$ cat config.mk
export PLATFORM = sky130hd
export DESIGN_NAME = term_io_regs
export DESIGN_NICKNAME = d
export VERILOG_FILES = /design/src/rtl/term_io_pkg.sv /design/src/rtl/term_io_decode.sv /design/src/rtl/term_io_kbd_port.sv /design/src/rtl/term_io_disp_port.sv /design/src/rtl/term_io_regs.sv
export SDC_FILE = /design/constraint.sdc
export NUM_CORES = 1
export LEC_CHECK = 0
export BUFFER_PORTS_ARGS = -buffer_cell sky130_fd_sc_hd__clkbuf_2
export CAP_MARGIN = 20
export CORE_ASPECT_RATIO = 1.4
export CORE_MARGIN = 8
export CORE_UTILIZATION = 47
export CTS_CLUSTER_SIZE = 8
export DETAILED_ROUTE_END_ITERATION = 8
export GPL_TIMING_DRIVEN = 1
export PLACE_DENSITY = 0.83
export SKIP_LAST_GASP = 1
export SYNTH_ARGS = -nofsm -noshare
export SYNTH_HDL_FRONTEND = slang
export SYNTH_SLANG_ARGS = --single-unit
$ cat constraint.sdc
create_clock -name clk -period 5.95 [get_ports clk]
set_input_delay 0.595 -clock clk [delete_from_list [all_inputs] [get_ports clk]]
set_output_delay 0.595 -clock clk [all_outputs]
set_load 0.01 [all_outputs]
$ cat src/rtl/term_io_pkg.sv
package term_io_pkg;
  typedef enum logic [1:0] {
    REG_KCTL = 2'd0,
    REG_KDAT = 2'd1,
    REG_DCTL = 2'd2,
    REG_DDAT = 2'd3
  } reg_idx_e;
endpackage

$ cat src/rtl/term_io_decode.sv
module term_io_decode
  import term_io_pkg::*;
#(
  parameter int ADDR_W = 32,
  parameter logic [ADDR_W-1:0] BASE = 32'hFFFF0000
) (
  input  logic              sel,
  input  logic              word,
  input  logic [ADDR_W-1:0] addr,
  output logic              hit,
  output reg_idx_e          idx
);
  localparam int LOW_W = 4;

  function automatic logic in_window(input logic [ADDR_W-1:0] a);
    return (a[ADDR_W-1:LOW_W] == BASE[ADDR_W-1:LOW_W]) && (a[1:0] == 2'b00);
  endfunction

  assign hit = sel && word && in_window(addr);
  assign idx = reg_idx_e'(addr[3:2]);
endmodule

$ cat src/rtl/term_io_kbd_port.sv
module term_io_kbd_port #(
  parameter int SYM_W = 8
) (
  input  logic             clk,
  input  logic             rst_n,
  input  logic             src_valid,
  input  logic [SYM_W-1:0] src_data,
  output logic             src_ready,
  input  logic             take,
  output logic             full,
  output logic [SYM_W-1:0] sym
);
  logic accept;

  assign src_ready = !full;
  assign accept    = src_valid && src_ready;

  always_ff @(posedge clk) begin
    if (!rst_n) begin
      full <= 1'b0;
      sym  <= '0;
    end else if (accept) begin
      full <= 1'b1;
      sym  <= src_data;
    end else if (take) begin
      full <= 1'b0;
    end
  end


  fill_chk: assert property (@(posedge clk) disable iff (!rst_n)
    accept |=> full && (sym == $past(src_data)));

  clr_chk: assert property (@(posedge clk) disable iff (!rst_n)
    (full && take) |=> !full);

  hold_chk: assert property (@(posedge clk) disable iff (!rst_n)
    (full && !take) |=> full && $stable(sym));
endmodule

$ cat src/rtl/term_io_disp_port.sv
module term_io_disp_port #(
  parameter int DATA_W = 32,
  parameter int SYM_W  = 8
) (
  input  logic              clk,
  input  logic              rst_n,
  input  logic              put,
  input  logic [DATA_W-1:0] put_word,
  output logic              idle,
  output logic [DATA_W-1:0] word,
  output logic              snk_valid,
  output logic [SYM_W-1:0]  snk_data,
  input  logic              snk_ready
);
  logic pending;
  logic load;

  assign idle      = !pending;
  assign load      = put && !pending;
  assign snk_valid = pending;
  assign snk_data  = word[SYM_W-1:0];

  always_ff @(posedge clk) begin
    if (!rst_n) begin
      pending <= 1'b0;
      word    <= '0;
    end else if (load) begin
      pending <= 1'b1;
      word    <= put_word;
    end else if (pending && snk_ready) begin
      pending <= 1'b0;
    end
  end


  stall_chk: assert property (@(posedge clk) disable iff (!rst_n)
    (snk_valid && !snk_ready) |=> snk_valid && $stable(snk_data));

  done_chk: assert property (@(posedge clk) disable iff (!rst_n)
    (snk_valid && snk_ready) |=> !snk_valid);

  busy_put_chk: assert property (@(posedge clk) disable iff (!rst_n)
    (put && snk_valid) |=> $stable(word));
endmodule

$ cat src/rtl/term_io_regs.sv
module term_io_regs
  import term_io_pkg::*;
#(
  parameter int ADDR_W = 32,
  parameter int DATA_W = 32,
  parameter int SYM_W  = 8,
  parameter logic [ADDR_W-1:0] BASE = 32'hFFFF0000
) (
  input  logic              clk,
  input  logic              rst_n,
  input  logic              bus_sel,
  input  logic              bus_we,
  input  logic              bus_word,
  input  logic [ADDR_W-1:0] bus_addr,
  input  logic [DATA_W-1:0] bus_wdata,
  output logic [DATA_W-1:0] bus_rdata,
  input  logic              kb_valid,
  input  logic [SYM_W-1:0]  kb_data,
  output logic              kb_ready,
  output logic              dp_valid,
  output logic [SYM_W-1:0]  dp_data,
  input  logic              dp_ready
);
  localparam int PAD_W = DATA_W - SYM_W;

  function automatic logic [DATA_W-1:0] flag_word(input logic f);
    return {{(DATA_W-1){1'b0}}, f};
  endfunction

  function automatic logic [DATA_W-1:0] sym_word(input logic [SYM_W-1:0] s);
    return {{PAD_W{1'b0}}, s};
  endfunction

  logic              hit;
  reg_idx_e          idx;
  logic              kbd_take;
  logic              disp_put;
  logic              kbd_full;
  logic [SYM_W-1:0]  kbd_sym;
  logic              disp_idle;
  logic [DATA_W-1:0] disp_word;

  term_io_decode #(.ADDR_W(ADDR_W), .BASE(BASE)) u_dec (
    .sel (bus_sel),
    .word(bus_word),
    .addr(bus_addr),
    .hit (hit),
    .idx (idx)
  );

  assign kbd_take = hit && !bus_we && (idx == REG_KDAT);
  assign disp_put = hit &&  bus_we && (idx == REG_DDAT);

  term_io_kbd_port #(.SYM_W(SYM_W)) u_kbd (
    .clk      (clk),
    .rst_n    (rst_n),
    .src_valid(kb_valid),
    .src_data (kb_data),
    .src_ready(kb_ready),
    .take     (kbd_take),
    .full     (kbd_full),
    .sym      (kbd_sym)
  );

  term_io_disp_port #(.DATA_W(DATA_W), .SYM_W(SYM_W)) u_disp (
    .clk      (clk),
    .rst_n    (rst_n),
    .put      (disp_put),
    .put_word (bus_wdata),
    .idle     (disp_idle),
    .word     (disp_word),
    .snk_valid(dp_valid),
    .snk_data (dp_data),
    .snk_ready(dp_ready)
  );

  always_comb begin
    bus_rdata = '0;
    if (hit && !bus_we) begin
      unique case (idx)
        REG_KCTL: bus_rdata = flag_word(kbd_full);
        REG_KDAT: bus_rdata = sym_word(kbd_sym);
        REG_DCTL: bus_rdata = flag_word(disp_idle);
        REG_DDAT: bus_rdata = disp_word;
      endcase
    end
  end


  miss_rd_zero_chk: assert property (@(posedge clk) disable iff (!rst_n)
    (bus_sel && !hit) |-> (bus_rdata == '0));

  part_take_chk: assert property (@(posedge clk) disable iff (!rst_n)
    (bus_sel && !bus_word && kbd_full && !kb_valid) |=> kbd_full);
endmodule

-- Yosys cells after proc, flatten, opt, wreduce, memory -nomap -nowiden
Cells that the tools add are included.
Widths: inputs -> output; s select.
- register bits after elaboration: 42
- logic and storage cells: 31
- eq/ne operators: 4
- multiplexer cells: 6
- reduce and logical (&&, ||, !) cells: 17
- operator list (cell ; count):
    $pmux 32 s4 ; 1
    $mux 32 ; 1
    $eq 28x28->1 const B ; 1
    $logic_and 1x1->1 ; 10
    $eq 2x2->1 const B ; 2
    $logic_not 2->1 ; 2
    $mux 1 ; 4
    $reduce_bool 2->1 ; 2
    $logic_not 1->1 ; 3
    $eq 2x1->1 const B ; 1

-- Depth between registers and ports, before layout
- depth in word-level cells: 7
- gate-level depth with buffers: 5
- mapped depth without buffers: 4

-- Modules after synthesis
Synthesis repeated with hierarchy kept, for this count alone.
- cells, all modules: 245
- area, all modules: 2189.6 um^2
- modules (own cells, without submodules) (module ; instances ; cells each ; area each (um^2) ; sequential area each (um^2)):
    term_io_disp_port ; 1 ; 152 ; 1415.1 ; 660.6
    term_io_kbd_port ; 1 ; 40 ; 376.6 ; 180.2
    term_io_regs ; 1 ; 40 ; 296.5 ; 0.0
    term_io_decode ; 1 ; 13 ; 101.3 ; 0.0

-- Worst setup path after synthesis
No wires, ideal clock.
- path type: in2out
- start: in bus_addr[0]
- end: out bus_rdata[11]
- arrival: 2.085 ns
- required time: 5.355 ns
- setup slack: 3.270 ns
- cell stages on the path: 5
- buffers on the path: 1
- path through: nand4b_1 -> or4_4 -> nor4_2 -> clkbuf_1 -> and2_1
- longest elaborated chain between the ends: 5
- ends and longest elaborated chain (element ; line ; text):
    start, declared ; term_io_regs.sv:14 ; input logic [ADDR_W-1:0] bus_addr,
    $logic_not 2->1 ; term_io_decode.sv:16 ; return (a[ADDR_W-1:LOW_W] == BASE[ADDR_W-1:LOW_W]) && (a[1:0] == 2'b00);
    $logic_and 1x1->1 ; term_io_decode.sv:16 ;
    $logic_and 1x1->1 ; term_io_decode.sv:19 ; assign hit = sel && word && in_window(addr);
    $logic_and 1x1->1 ; term_io_regs.sv:79 ; if (hit && !bus_we) begin
    $mux 32 ; term_io_regs.sv:79 ;
    end, declared ; term_io_regs.sv:16 ; output logic [DATA_W-1:0] bus_rdata,
No other way between the ends.

-- Worst setup path in the final report
- start: in bus_addr[0]
- end: out bus_rdata[2]
Same word-level chain as after synthesis.

==> results.json <==
{
  "status": "complete, no violations",
  "grt_pass1_vias": 1945,
  "clockBufferDepth": 2,
  "clkPwrFrac_pct": 32.9,
  "htree_num_levels": 2,
  "fin_cells": 402,
  "synthFlopType": "dfxtp_1",
  "drive_above_1_share_pct": 39.71,
  "synth_top_family_by_area": "simple AND/OR/NAND/NOR gates",
  "cts_setup_buffers": 0,
  "grt_pass1_wl_um": 8997,
  "finalPower_uw": 506.2,
  "place.gp.congestion": 0.7594,
  "nFillCells": 416,
  "finalHoldViolCount": 0,
  "synth-edff-count": 0,
  "start_util_pct": 47.43,
  "setup_slack_ns": 2.666,
  "synthTopCellsByCount": "nand2_1 (66), dfxtp_1 (42), mux2i_1 (40)",
  "drv_slew": 0,
  "syn-cell-area_um2": 2100,
  "hold_class": "reg2reg",
  "fmax_mhz": 304.5,
  "path_class": "in2out",
  "core_um2": 4427,
  "area_delta_synth_final_pct": 30.87,
  "dp_hpwl_um": 4499,
  "fin_crit_ns": 3.284,
  "synth_top_area_share_pct": 40.05,
  "critPathMaxStageDelay_ns": 0.68,
  "wl_per_cell_um": 13.99,
  "pwr-share-seq_pct": 56.6,
  "die_y_um": 95.08,
  "p_comb_share_pct": 10.5,
  "worstSetupEndpointType": "primary output",
  "whs_ns": 0.4534,
  "power.internal_uw": 392.2,
  "switching_share_pct": 22.52,
  "powerDensity_nw_per_um2": 184.2,
  "multi_input_area_um2": 1116,
  "drc_errors": 0,
  "dr.pass1.iters": 4,
  "grt-ovfl-total": 0,
  "worstHoldStart": "u_disp.word[10]",
  "synth-xor-area-share_pct": 0,
  "syn_avg_cell_area_um2": 8.972,
  "cts-root-buf": "clkbuf_8",
  "seqCellArea_um2": 840.8,
  "via_per_inst": 4.784,
  "rows": 29,
  "fin_setup_tns_ns": 0,
  "synth_top_cell_by_area": "dfxtp_1",
  "ys_ff_latch": 42,
  "synth.most_common_cell": "nand2_1",
  "nNetsFinal": 419,
  "required_ns": 5.36,
  "ant_nets": 0,
  "worstPathMaxFanout": 17,
  "p_sw_uw": 114.0,
  "crit_path_start_kind": "input pin",
  "synth_seq_area_share_pct": 40.05,
  "track_usage_pct": 16.38,
  "relSlewSlack_pct": 37.70,
  "clk_latency_ns": 0.28,
  "boundaryPins": 121,
  "cp-startpoint": "bus_addr[0]",
  "cts_tree": "yes",
  "ys_top_cells_by_area": "dfxtp_1 (40%), mux2i_1 (19%), nand2_1 (12%)",
  "p_leak_nw": 1.255,
  "maxCapViolCount": 0,
  "worst_pin_slew_ns": 0.9326,
  "portBuffers": 120,
  "worstPathCellList": "clkbuf_2 -> nand4b_1 -> or4_4 -> nor4_4 -> buf_6 -> a32o_1 -> clkbuf_2",
  "ctsResizeCount": 0,
  "setup-violations-final": 0,
  "antenna_cells": 0,
  "ys_types": 26,
  "first_iter_violations": 110,
  "crit_top_cell": "clkbuf_2",
  "place_inst": 395,
  "die_w_um": 72.49,
  "syn_nets": 313,
  "rsz0062_at_grt": "no",
  "synthMuxAreaShare_pct": 20.14,
  "cts_made_buffers": 5,
  "syn_inst": 234,
  "finalClockSkew_ns": 0.004620,
  "peakVddDrop_uv": 137.9,
  "worstPathArrival_ns": 2.69,
  "die-area_um2": 6892,
  "grt_max_degree": 75,
  "yosys.area_share.simple_pct": 28.37,
  "path_clk_slew_ns": 0.07,
  "synth_compound_area_share_pct": 4.231,
  "cts_sinks": 42,
  "post-route-period-util_pct": 55.20,
  "via_count": 1923,
  "wl_um": 5625,
  "pre_cts_ws_ns": 2.692,
  "synthAdderAreaFrac_pct": 0,
  "antenna_found_initial": 0,
  "cts_hold_repair.buffers": 0,
  "async_flop_share_pct": 0,
  "yosysWarnings": 0,
  "cp_slowest_cell": "nor4_4",
  "r2r_start": "u_kbd.full"
}
[routing by layer]
metal	vias to the layer above	routed length (um)	track usage [%]
met5	-	0	0
met4	0	143	7.873
met1	858	2176	16.84
li1	986	-	-
met3	14	361	5.263
met2	65	2944	29.31
[registers in the layout, summed over array words and instances, names as in the netlist]
register / cells
u_disp.snk_valid: 1
u_disp.word: 32
u_kbd.sym: 8
u_kbd.full: 1
[cell usage in the layout (no fill, tap or decap)]
cell type,synthesis,routed
or4_4,1,1
nor4b_1,2,2
nand2_1,66,66
clkbuf_8,0,5
inv_1,2,2
mux2i_1,40,40
clkbuf_2,0,120
a31oi_1,1,1
nor4_4,1,2
nor2b_1,10,10
nand4b_1,2,2
nor2_1,1,1
clkinv_2,0,2
nor3_2,1,1
mux4_2,1,1
buf_4,8,2
nor4bb_1,1,1
nand4_1,3,3
and2_1,25,25
a32o_1,7,7
dfxtp_1,42,42
o21a_1,1,1
o21ai_0,1,1
buf_6,3,1
nor4_1,1,1
[metrics by stage]
stage               util [%]  cell area [um2]
floorplan                  -             2100
global placement       60.03             2658
detailed placement     60.29             2669
CTS                    62.07             2748
global route           62.07             2748
finish                 62.07             2748
[path summary, 6_finish.rpt]
kind	to	slack, ns	cells after the start
max	bus_rdata[2]	2.67	7
min	u_disp.word[10]	0.45	2
max reg2reg	u_kbd.sym[5]	4.43	3
min reg2reg	u_disp.word[10]	0.45	2
[kinds of logic after synthesis]
kind of cell / Yosys count
and+or+nand+nor: 115
buffers and inverters: 26
DFF: 42
AOI/OAI and AO/OA: 10
muxes: 41
[critical path: cells and delay by family]
family,cells,cell delay [ns]
compound gates,1,0.16
buf+inv,3,0.49
simple gates,3,1.44
[power by group through the flow]
stage / Sequential [mW] / Clock [mW] / Combinational [mW]
final: 0.287 / 0.167 / 0.0529
after global routing: 0.287 / 0.188 / 0.0597
after CTS: 0.287 / 0.174 / 0.0533
after detailed placement: 0.293 / 0 / 0.0529
after global placement: 0.293 / 0 / 0.0515
after floorplan: 0.293 / 0 / 0.0238
[final cells by class]
| type | instances | share of cell area [%] |
|---|---|---|
| tap | 62 | 2.823 |
| clock inverter | 2 | 0.3643 |
| timing repair buffer | 123 | 22.81 |
| clock buffer | 5 | 2.505 |
| multi-input combinational | 166 | 40.62 |
| inverter | 2 | 0.2732 |
| sequential | 42 | 30.60 |
Note: power is estimated with default switching activity, not from simulation.
